## config.mk

```make
export PLATFORM = sky130hd
export DESIGN_NAME = cfgseq_mgr
export DESIGN_NICKNAME = d
export VERILOG_FILES = /design/src/rtl/cfgseq_pkg.sv /design/src/rtl/cfgseq_sync.sv /design/src/rtl/cfgseq_fsm.sv /design/src/rtl/cfgseq_regs.sv /design/src/rtl/cfgseq_mgr.sv
export SDC_FILE = /design/constraint.sdc
export NUM_CORES = 1
export LEC_CHECK = 0
export BUFFER_PORTS_ARGS = -buffer_cell sky130_fd_sc_hd__buf_2
export CORE_ASPECT_RATIO = 0.7
export CORE_UTILIZATION = 30
export CTS_CLUSTER_SIZE = 12
export DETAILED_ROUTE_END_ITERATION = 8
export HOLD_SLACK_MARGIN = 0.1
export PLACE_DENSITY = 0.65
export SYNTH_ARGS = -nofsm -noshare
export SYNTH_HDL_FRONTEND = slang
export SYNTH_SLANG_ARGS = --single-unit
```

## constraint.sdc

```tcl
create_clock -name clk -period 1.93 [get_ports clk]
set_clock_uncertainty 0.1 [all_clocks]
set_input_delay 0.193 -clock clk [delete_from_list [all_inputs] [get_ports clk]]
set_output_delay 0.193 -clock clk [all_outputs]
set_load 0.1 [all_outputs]
```

## src/rtl/cfgseq_pkg.sv

```systemverilog
package cfgseq_pkg;

   typedef enum logic [2:0] {
      PH_OFF  = 3'd0,
      PH_RST  = 3'd1,
      PH_CFG  = 3'd2,
      PH_INIT = 3'd3,
      PH_USER = 3'd4
   } phase_e;

   typedef struct packed {
      logic       wide;
      logic       gate;
      logic [1:0] ratio;
      logic       pull;
      logic       nce;
      logic       en;
   } ctrl_t;

   // word index of each register (byte address bits [3:2])
   localparam logic [1:0] IDX_STAT = 2'd0;
   localparam logic [1:0] IDX_CTRL = 2'd1;
   localparam logic [1:0] IDX_PINS = 2'd2;
   localparam logic [1:0] IDX_DATA = 2'd3;

   localparam int BUS_W    = 32;
   localparam int MSEL_W   = 5;
   localparam int SB_ERR   = 8;
   localparam int PB_CDONE = 10;
   localparam int HALF_W   = BUS_W / 2;

endpackage

```

## src/rtl/cfgseq_sync.sv

```systemverilog
module cfgseq_sync #(
   parameter int STAGES = 2
) (
   input  logic clk,
   input  logic rst_n,
   input  logic d,
   output logic q
);

   if (STAGES < 0 || STAGES > 4) begin : g_bad_stages
      $error("cfgseq_sync: STAGES must be 0..4");
   end

   if (STAGES == 0) begin : g_bypass
      assign q = d;
   end else begin : g_chain
      logic [STAGES-1:0] ff_q;
      always_ff @(posedge clk or negedge rst_n) begin
         if (!rst_n) begin
            ff_q <= '0;
         end else begin
            ff_q[0] <= d;
            for (int i = 1; i < STAGES; i++) begin
               ff_q[i] <= ff_q[i-1];
            end
         end
      end
      assign q = ff_q[STAGES-1];
   end

endmodule

```

## src/rtl/cfgseq_fsm.sv

```systemverilog
module cfgseq_fsm
   import cfgseq_pkg::*;
#(
   parameter int DCLK_PULSES = 4
) (
   input  logic   clk,
   input  logic   rst_n,
   input  logic   en,
   input  logic   pull,
   input  logic   gate,
   input  logic   nstatus_s,
   input  logic   cdone_s,
   output phase_e phase,
   output logic   dclk
);

   localparam int INIT_CYC = 2 * DCLK_PULSES;
   localparam int CNT_W    = (INIT_CYC > 2) ? $clog2(INIT_CYC) : 1;
   localparam logic [CNT_W-1:0] CNT_LAST = CNT_W'(INIT_CYC - 1);

   if (DCLK_PULSES < 1 || DCLK_PULSES > 1024) begin : g_bad_pulses
      $error("cfgseq_fsm: DCLK_PULSES must be 1..1024");
   end

   phase_e           phase_q, phase_d;
   logic [CNT_W-1:0] cnt_q;

   always_comb begin
      phase_d = phase_q;
      if (!en) begin
         phase_d = (phase_q == PH_USER) ? PH_USER : PH_OFF;
      end else if (pull) begin
         phase_d = PH_RST;
      end else begin
         unique case (phase_q)
            PH_RST:  if (nstatus_s)         phase_d = PH_CFG;
            PH_CFG:  if (cdone_s && !gate)  phase_d = PH_INIT;
            PH_INIT: if (cnt_q == CNT_LAST) phase_d = PH_USER;
            default: phase_d = phase_q;
         endcase
      end
   end

   always_ff @(posedge clk or negedge rst_n) begin
      if (!rst_n) begin
         phase_q <= PH_OFF;
         cnt_q   <= '0;
      end else begin
         phase_q <= phase_d;
         cnt_q   <= (phase_q == PH_INIT) ? cnt_q + 1'b1 : '0;
      end
   end

   assign phase = phase_q;
   assign dclk  = (phase_q == PH_INIT) && !cnt_q[0];

   // pulses seen during the current initialisation phase, for the checks below
   logic [CNT_W:0] pulse_seen_q;
   always_ff @(posedge clk or negedge rst_n) begin
      if (!rst_n)                  pulse_seen_q <= '0;
      else if (phase_q == PH_INIT) pulse_seen_q <= pulse_seen_q + {{CNT_W{1'b0}}, dclk};
      else                         pulse_seen_q <= '0;
   end

   a_r4_pull_to_reset: assert property (@(posedge clk) disable iff (!rst_n)
      (en && pull) |=> (phase == PH_RST));

   a_r8_pulse_count: assert property (@(posedge clk) disable iff (!rst_n)
      (phase == PH_USER && $past(phase) == PH_INIT) |-> (pulse_seen_q == (CNT_W+1)'(DCLK_PULSES)));

   a_r10_user_hold: assert property (@(posedge clk) disable iff (!rst_n)
      (phase == PH_USER && !en) |=> (phase == PH_USER));

   a_r5_reset_exit: assert property (@(posedge clk) disable iff (!rst_n)
      (phase == PH_RST) |=> (phase == PH_RST || phase == PH_CFG || phase == PH_OFF));

endmodule

```

## src/rtl/cfgseq_regs.sv

```systemverilog
module cfgseq_regs
   import cfgseq_pkg::*;
#(
   parameter int ADDR_W = 4
) (
   input  logic              clk,
   input  logic              rst_n,
   input  logic              bus_wr,
   input  logic [ADDR_W-1:0] bus_addr,
   input  logic [BUS_W-1:0]  bus_wdata,
   output logic [BUS_W-1:0]  bus_rdata,
   input  logic [MSEL_W-1:0] mode_pins,
   input  phase_e            phase,
   input  logic              cdone_s,
   output ctrl_t             ctrl,
   output logic [BUS_W-1:0]  fwd_data,
   output logic              fwd_vld
);

   if (ADDR_W < 4 || ADDR_W > 32) begin : g_bad_addr
      $error("cfgseq_regs: ADDR_W must be 4..32");
   end

   logic       hit;
   logic [1:0] idx;
   logic [1:0] addr_lsb_unused;

   assign idx             = bus_addr[3:2];
   assign addr_lsb_unused = bus_addr[1:0];

   if (ADDR_W > 4) begin : g_upper_dec
      assign hit = (bus_addr[ADDR_W-1:4] == '0);
   end else begin : g_flat_dec
      assign hit = 1'b1;
   end

   logic wr_stat, wr_ctrl, wr_data, data_open;
   assign wr_stat   = bus_wr && hit && (idx == IDX_STAT);
   assign wr_ctrl   = bus_wr && hit && (idx == IDX_CTRL);
   assign wr_data   = bus_wr && hit && (idx == IDX_DATA);
   assign data_open = ctrl.en && ctrl.gate;

   ctrl_t             ctrl_q;
   logic              err_q;
   logic              latched_q;
   logic [MSEL_W-1:0] msel_q;
   logic [BUS_W-1:0]  fwd_data_q;
   logic              fwd_vld_q;

   always_ff @(posedge clk or negedge rst_n) begin
      if (!rst_n) begin
         ctrl_q    <= '{wide: 1'b0, gate: 1'b0, ratio: 2'd0, pull: 1'b0, nce: 1'b1, en: 1'b0};
         err_q     <= 1'b0;
         latched_q <= 1'b0;
         msel_q    <= '0;
      end else begin
         if (!latched_q) begin
            msel_q    <= mode_pins;
            latched_q <= 1'b1;
         end
         if (wr_ctrl) begin
            ctrl_q.en    <= bus_wdata[0];
            ctrl_q.nce   <= bus_wdata[1];
            ctrl_q.pull  <= bus_wdata[2];
            ctrl_q.ratio <= bus_wdata[7:6];
            ctrl_q.gate  <= bus_wdata[8];
            ctrl_q.wide  <= bus_wdata[9];
         end
         if (wr_data && !data_open)          err_q <= 1'b1;
         else if (wr_stat && bus_wdata[SB_ERR]) err_q <= 1'b0;
      end
   end

   always_ff @(posedge clk or negedge rst_n) begin
      if (!rst_n) begin
         fwd_data_q <= '0;
         fwd_vld_q  <= 1'b0;
      end else begin
         fwd_vld_q <= wr_data && data_open;
         if (wr_data && data_open) begin
            fwd_data_q <= ctrl_q.wide ? bus_wdata
                                      : {{HALF_W{1'b0}}, bus_wdata[HALF_W-1:0]};
         end
      end
   end

   always_comb begin
      bus_rdata = '0;
      if (hit) begin
         unique case (idx)
            IDX_STAT: begin
               bus_rdata[2:0]    = phase;
               bus_rdata[7:3]    = msel_q;
               bus_rdata[SB_ERR] = err_q;
            end
            IDX_CTRL: begin
               bus_rdata[0]   = ctrl_q.en;
               bus_rdata[1]   = ctrl_q.nce;
               bus_rdata[2]   = ctrl_q.pull;
               bus_rdata[7:6] = ctrl_q.ratio;
               bus_rdata[8]   = ctrl_q.gate;
               bus_rdata[9]   = ctrl_q.wide;
            end
            IDX_PINS: bus_rdata[PB_CDONE] = cdone_s;
            default:  bus_rdata = '0;
         endcase
      end
   end

   assign ctrl     = ctrl_q;
   assign fwd_data = fwd_data_q;
   assign fwd_vld  = fwd_vld_q;

   a_r2_msel_hold: assert property (@(posedge clk) disable iff (!rst_n)
      latched_q |=> $stable(msel_q));

   a_r7_closed_ignored: assert property (@(posedge clk) disable iff (!rst_n)
      (wr_data && !data_open) |=> (!fwd_vld && err_q));

   a_r6_single_pulse: assert property (@(posedge clk) disable iff (!rst_n)
      (fwd_vld && !$past(wr_data)) |-> 1'b0);

endmodule

```

## src/rtl/cfgseq_mgr.sv

```systemverilog
module cfgseq_mgr
   import cfgseq_pkg::*;
#(
   parameter int ADDR_W      = 4,
   parameter int SYNC_STAGES = 2,
   parameter int DCLK_PULSES = 4
) (
   input  logic              clk,
   input  logic              rst_n,
   input  logic              bus_wr,
   input  logic [ADDR_W-1:0] bus_addr,
   input  logic [31:0]       bus_wdata,
   output logic [31:0]       bus_rdata,
   input  logic [4:0]        mode_pins,
   input  logic              tgt_nstatus,
   input  logic              tgt_conf_done,
   output logic              tgt_nce,
   output logic              tgt_nconfig,
   output logic              tgt_dclk,
   output logic [1:0]        cfg_ratio,
   output logic [31:0]       tgt_data,
   output logic              tgt_data_vld
);

   ctrl_t  ctrl;
   phase_e phase;
   logic   nstatus_s, cdone_s;

   cfgseq_sync #(.STAGES(SYNC_STAGES)) u_sync_nstatus (
      .clk(clk), .rst_n(rst_n), .d(tgt_nstatus), .q(nstatus_s));

   cfgseq_sync #(.STAGES(SYNC_STAGES)) u_sync_cdone (
      .clk(clk), .rst_n(rst_n), .d(tgt_conf_done), .q(cdone_s));

   cfgseq_regs #(.ADDR_W(ADDR_W)) u_regs (
      .clk(clk), .rst_n(rst_n),
      .bus_wr(bus_wr), .bus_addr(bus_addr), .bus_wdata(bus_wdata),
      .bus_rdata(bus_rdata), .mode_pins(mode_pins),
      .phase(phase), .cdone_s(cdone_s), .ctrl(ctrl),
      .fwd_data(tgt_data), .fwd_vld(tgt_data_vld));

   cfgseq_fsm #(.DCLK_PULSES(DCLK_PULSES)) u_fsm (
      .clk(clk), .rst_n(rst_n),
      .en(ctrl.en), .pull(ctrl.pull), .gate(ctrl.gate),
      .nstatus_s(nstatus_s), .cdone_s(cdone_s),
      .phase(phase), .dclk(tgt_dclk));

   assign tgt_nce     = ctrl.en ? ctrl.nce   : 1'b1;
   assign tgt_nconfig = ctrl.en ? !ctrl.pull : 1'b1;
   assign cfg_ratio   = ctrl.en ? ctrl.ratio : 2'd0;

   a_r4_pull_in_reset: assert property (@(posedge clk) disable iff (!rst_n)
      (!tgt_nconfig) |=> (phase == PH_RST));

   a_r10_idle_outputs: assert property (@(posedge clk) disable iff (!rst_n)
      (phase == PH_OFF && $past(phase) == PH_OFF && !$past(ctrl.en)) |-> (tgt_dclk == 1'b0));

endmodule

```

==> metrics.md <==
| Metric | Value |
|---|---|
| Worst setup EP type | `output pin` |
| Total Nets Final | `409` |
| Worst Hold Class | `in2reg` |
| Register Area | `1430 um2` |
| Wire length of the first global-routing pass | `9.77 mm` |
| Primary FF master, synth | `sky130_fd_sc_hd__dfrtp_1` |
| Mapped Avg Cell Area | `12.0 um2` |
| Clk buf depth | `2` |
| Count of distinct cell types in the synthesized netlist | `31` |
| Worst setup path class | `reg2out` |
| Overall die height | `81.0 um` |
| Sum of negative setup slack | `0 ps` |
| MaxCap Viol Count | `0` |
| Minimum period implied by the final worst setup slack | `1820 ps` |
| Core area | `8550 um2` |
| Vias in the first global route | `2022` |
| Run status | `finished clean` |
| Layout-stage area growth over the synthesis result | `47.0%` |
| Area share of and/or/nand/nor cells after synthesis | `10.4%` |
| Multi-input logic area | `1070 um2` |
| Deepest level of the CTS H-tree | `3` |
| Routed WL | `6.06 mm` |
| Worst slew pin tran | `590 ps` |
| TritonCTS clock tree | `yes` |
| Overall Global Routing Usage | `14.3%` |
| Post-route worst hold slack | `133 ps` |
| Final HPWL from detailed placement | `4.04 mm` |
| Number of standard-cell rows in the floorplan | `28` |
| Worst endpoint data arrival time | `1520 ps` |
| Gp weighted congestion | `0.812` |
| Startpoint Class | `register` |
| Clock latency at the later pin of the worst-skew pair | `330 ps` |
| Maximum net fanout on the critical path | `9` |
| Ports | `116` |
| Post-Synthesis Cell Area | `2670 um2` |
| Post-detailed-route wirelength per cell | `12.5 um` |
| Synth Instances | `223` |
| Antenna diodes | `0` |
| Final number of setup-violating endpoints | `0` |
| Clock edge transition at the registers on the reported setup and hold paths | `50 ps` |
| Max-slew violation count | `0` |
| Count of yosys warnings during synthesis | `0` |
| Root buf cell | `sky130_fd_sc_hd__clkbuf_16` |
| Die footprint | `9300 um2` |
| Buffers on Ports | `92` |
| Number of synthesized register bits | `57` |
| Layout cell share with drive strength beyond 1 | `41.9%` |
| Initial core utilization | `31.3%` |
| Post-synthesis sequential area ratio | `53.4%` |
| Number of buffers inserted by post-CTS setup repair | `0` |
| Count of flip-flops with a built-in enable after synthesis | `0` |
| Initial antenna violation count | `0` |
| Post-Route Utilization | `46.0%` |
| Post-synthesis share of cell area spent on xor and xnor gates | `0%` |
| Max Freq | `550 MHz` |
| Count of unresolved DRC violations after routing | `0` |
| Initial detailed-routing violation count | `97` |
| Final hold violation count | `0` |
| Dominant combinational cell family by area after synthesis | `multiplexers` |
| Async set or reset register ratio after synthesis | `100%` |
| Fillers | `826` |
| Worst slack at placement | `245 ps` |
| Worst EP required | `1640 ps` |
| Overflow after GRT | `0` |
| Proportion of synthesized area in mux cells | `21.9%` |
| Pin count of the biggest net entering global routing | `34` |
| Period Utilization, post-route | `94.2%` |
| Ratio of routed vias to standard cells | `4.10` |
| Via count | `1987` |
| Fraction of the mapped netlist area in compound gates | `2.62%` |
| TritonCTS buffer count | `9` |
| Setup repair after global routing missed its margin | `no` |
| Number of sinks handled by clock tree synthesis | `57` |
| Count of TritonRoute iterations in the first routing pass | `4` |
| Crit path setup slack, layout | `112 ps` |
| Final antenna-violating net count | `0` |
| Rel. slew slack | `60.7%` |
| Die extent in x | `115 um` |
| Synth Area in Adders | `0.936%` |
==> layer usage <==
metal,wire [um],global-route usage (%)
met4,131,6.49
met5,0,0
met1,2760,17.0
met2,2820,23.3
met3,342,5.15
==> critical path: stages, from the launching register on <==
cell and delay [ps]:
sky130_fd_sc_hd__dfrtp_1 480, sky130_fd_sc_hd__nor2b_2 280, sky130_fd_sc_hd__nand2_1 120, sky130_fd_sc_hd__nor2_4 140, sky130_fd_sc_hd__buf_12 180
==> per-stage QoR <==
step,instances,instance area [um2]
after floorplan,243,2770
after global placement,430,3260
after detailed placement,430,3260
after CTS,485,3930
after global routing,485,3930
final,485,3930
==> final timing paths <==
check,from,end,slack [ps],cells past startpoint
setup / recovery,u_fsm.phase[0],tgt_dclk,110,4
hold / removal,bus_wr,u_regs.err_q,130,3
setup reg to reg,u_fsm.cnt_q[0],u_fsm.phase[2],240,5
hold reg to reg,u_sync_cdone.g_chain.ff_q[0],u_sync_cdone.g_chain.ff_q[1],240,0
max in group asynchronous,rst_n,u_regs.fwd_data[2],770,3
min in group asynchronous,rst_n,u_regs.ctrl[0],300,2
==> synthesized netlist by cell type, types with 2 or more instances <==
cell type / n / area, um2
sky130_fd_sc_hd__a21oi_1: 4 / 20.0
sky130_fd_sc_hd__and2_1: 5 / 31.3
sky130_fd_sc_hd__and3_1: 3 / 18.8
sky130_fd_sc_hd__and3b_1: 2 / 17.5
sky130_fd_sc_hd__buf_2: 2 / 10.0
sky130_fd_sc_hd__buf_4: 21 / 158
sky130_fd_sc_hd__buf_6: 2 / 22.5
sky130_fd_sc_hd__clkbuf_1: 6 / 22.5
sky130_fd_sc_hd__conb_1: 2 / 7.51
sky130_fd_sc_hd__dfrtp_1: 56 / 1400
sky130_fd_sc_hd__ha_1: 2 / 25.0
sky130_fd_sc_hd__inv_1: 18 / 67.6
sky130_fd_sc_hd__mux2_2: 15 / 169
sky130_fd_sc_hd__mux2_4: 13 / 195
sky130_fd_sc_hd__mux2i_1: 22 / 220
sky130_fd_sc_hd__nand2_1: 19 / 71.3
sky130_fd_sc_hd__nand2b_1: 4 / 25.0
sky130_fd_sc_hd__nand3b_1: 4 / 30.0
sky130_fd_sc_hd__nor2_1: 11 / 41.3
==> placed cells by master (no fill, tap or decap) <==
cell type                       netlist  layout
sky130_fd_sc_hd__clkbuf_16            0       9
sky130_fd_sc_hd__nor4b_1              1       1
sky130_fd_sc_hd__a31oi_1              1       1
sky130_fd_sc_hd__clkinvlp_4           0       3
sky130_fd_sc_hd__buf_4               21       5
sky130_fd_sc_hd__buf_2                2      90
sky130_fd_sc_hd__dlygate4sd3_1        0      40
sky130_fd_sc_hd__nor2b_2              0       1
sky130_fd_sc_hd__o21a_1               1       1
sky130_fd_sc_hd__conb_1               2      22
sky130_fd_sc_hd__nand2b_1             4       4
sky130_fd_sc_hd__nor2_2               0       6
sky130_fd_sc_hd__o31a_1               1       1
sky130_fd_sc_hd__a21bo_2              1       1
sky130_fd_sc_hd__clkbuf_8             0       1
sky130_fd_sc_hd__mux2i_1             22      22
sky130_fd_sc_hd__and3b_1              2       2
sky130_fd_sc_hd__nor4bb_1             1       1
sky130_fd_sc_hd__and3_1               3       3
sky130_fd_sc_hd__inv_1               18      18
sky130_fd_sc_hd__dfrtp_1             56      56
sky130_fd_sc_hd__nor2_1              11       4
sky130_fd_sc_hd__nand3b_1             4       4
sky130_fd_sc_hd__o32a_1               1       1
sky130_fd_sc_hd__dfstp_2              1       1
sky130_fd_sc_hd__nand3_2              1       1
sky130_fd_sc_hd__a211oi_1             1       1
sky130_fd_sc_hd__ha_1                 2       2
sky130_fd_sc_hd__mux2_4              13      13
sky130_fd_sc_hd__or3b_2               1       1
sky130_fd_sc_hd__a21oi_1              4       4
sky130_fd_sc_hd__nand2_1             19      19
sky130_fd_sc_hd__mux2_2              15      15
sky130_fd_sc_hd__clkinv_2             0       2
sky130_fd_sc_hd__nor2_4               0       1
sky130_fd_sc_hd__and2_1               5       5
sky130_fd_sc_hd__buf_12               0       3
==> flip-flops by register name, summed over array words and instances, names as in the netlist <==
register,flops
u_sync_nstatus.g_chain.ff_q,2
u_regs.fwd_vld,1
u_regs.latched_q,1
u_regs.ctrl,7
u_regs.err_q,1
u_regs.fwd_data,32
u_fsm.phase,3
u_regs.msel_q,5
u_sync_cdone.g_chain.ff_q,2
u_fsm.cnt_q,3
==> what timing repair did <==
item	CTS	global route
gates resized for setup	0	1
endpoints found under the setup margin	0	1
hold buffers	40	0
hold endpoints to repair	68	0
==> cells by family after synthesis <==
family / Yosys count
AOI/OAI and AO/OA: 10
adders and majority gates: 2
buffers and inverters: 49
DFF: 57
muxes: 50
other: 2
and+or+nand+nor: 53
==> final cells by class <==
cell class / instances / share of cell area (%)
timing repair buffer: 138 / 24.1
inverter: 18 / 1.72
sequential: 57 / 36.3
multi-input combinational: 137 / 27.1
clock inverter: 5 / 0.827
clock buffer: 10 / 6.08
tap: 120 / 3.82
Power is not shown: default switching activity piles up to over one toggle a cycle in this logic, so the estimate is an artifact.
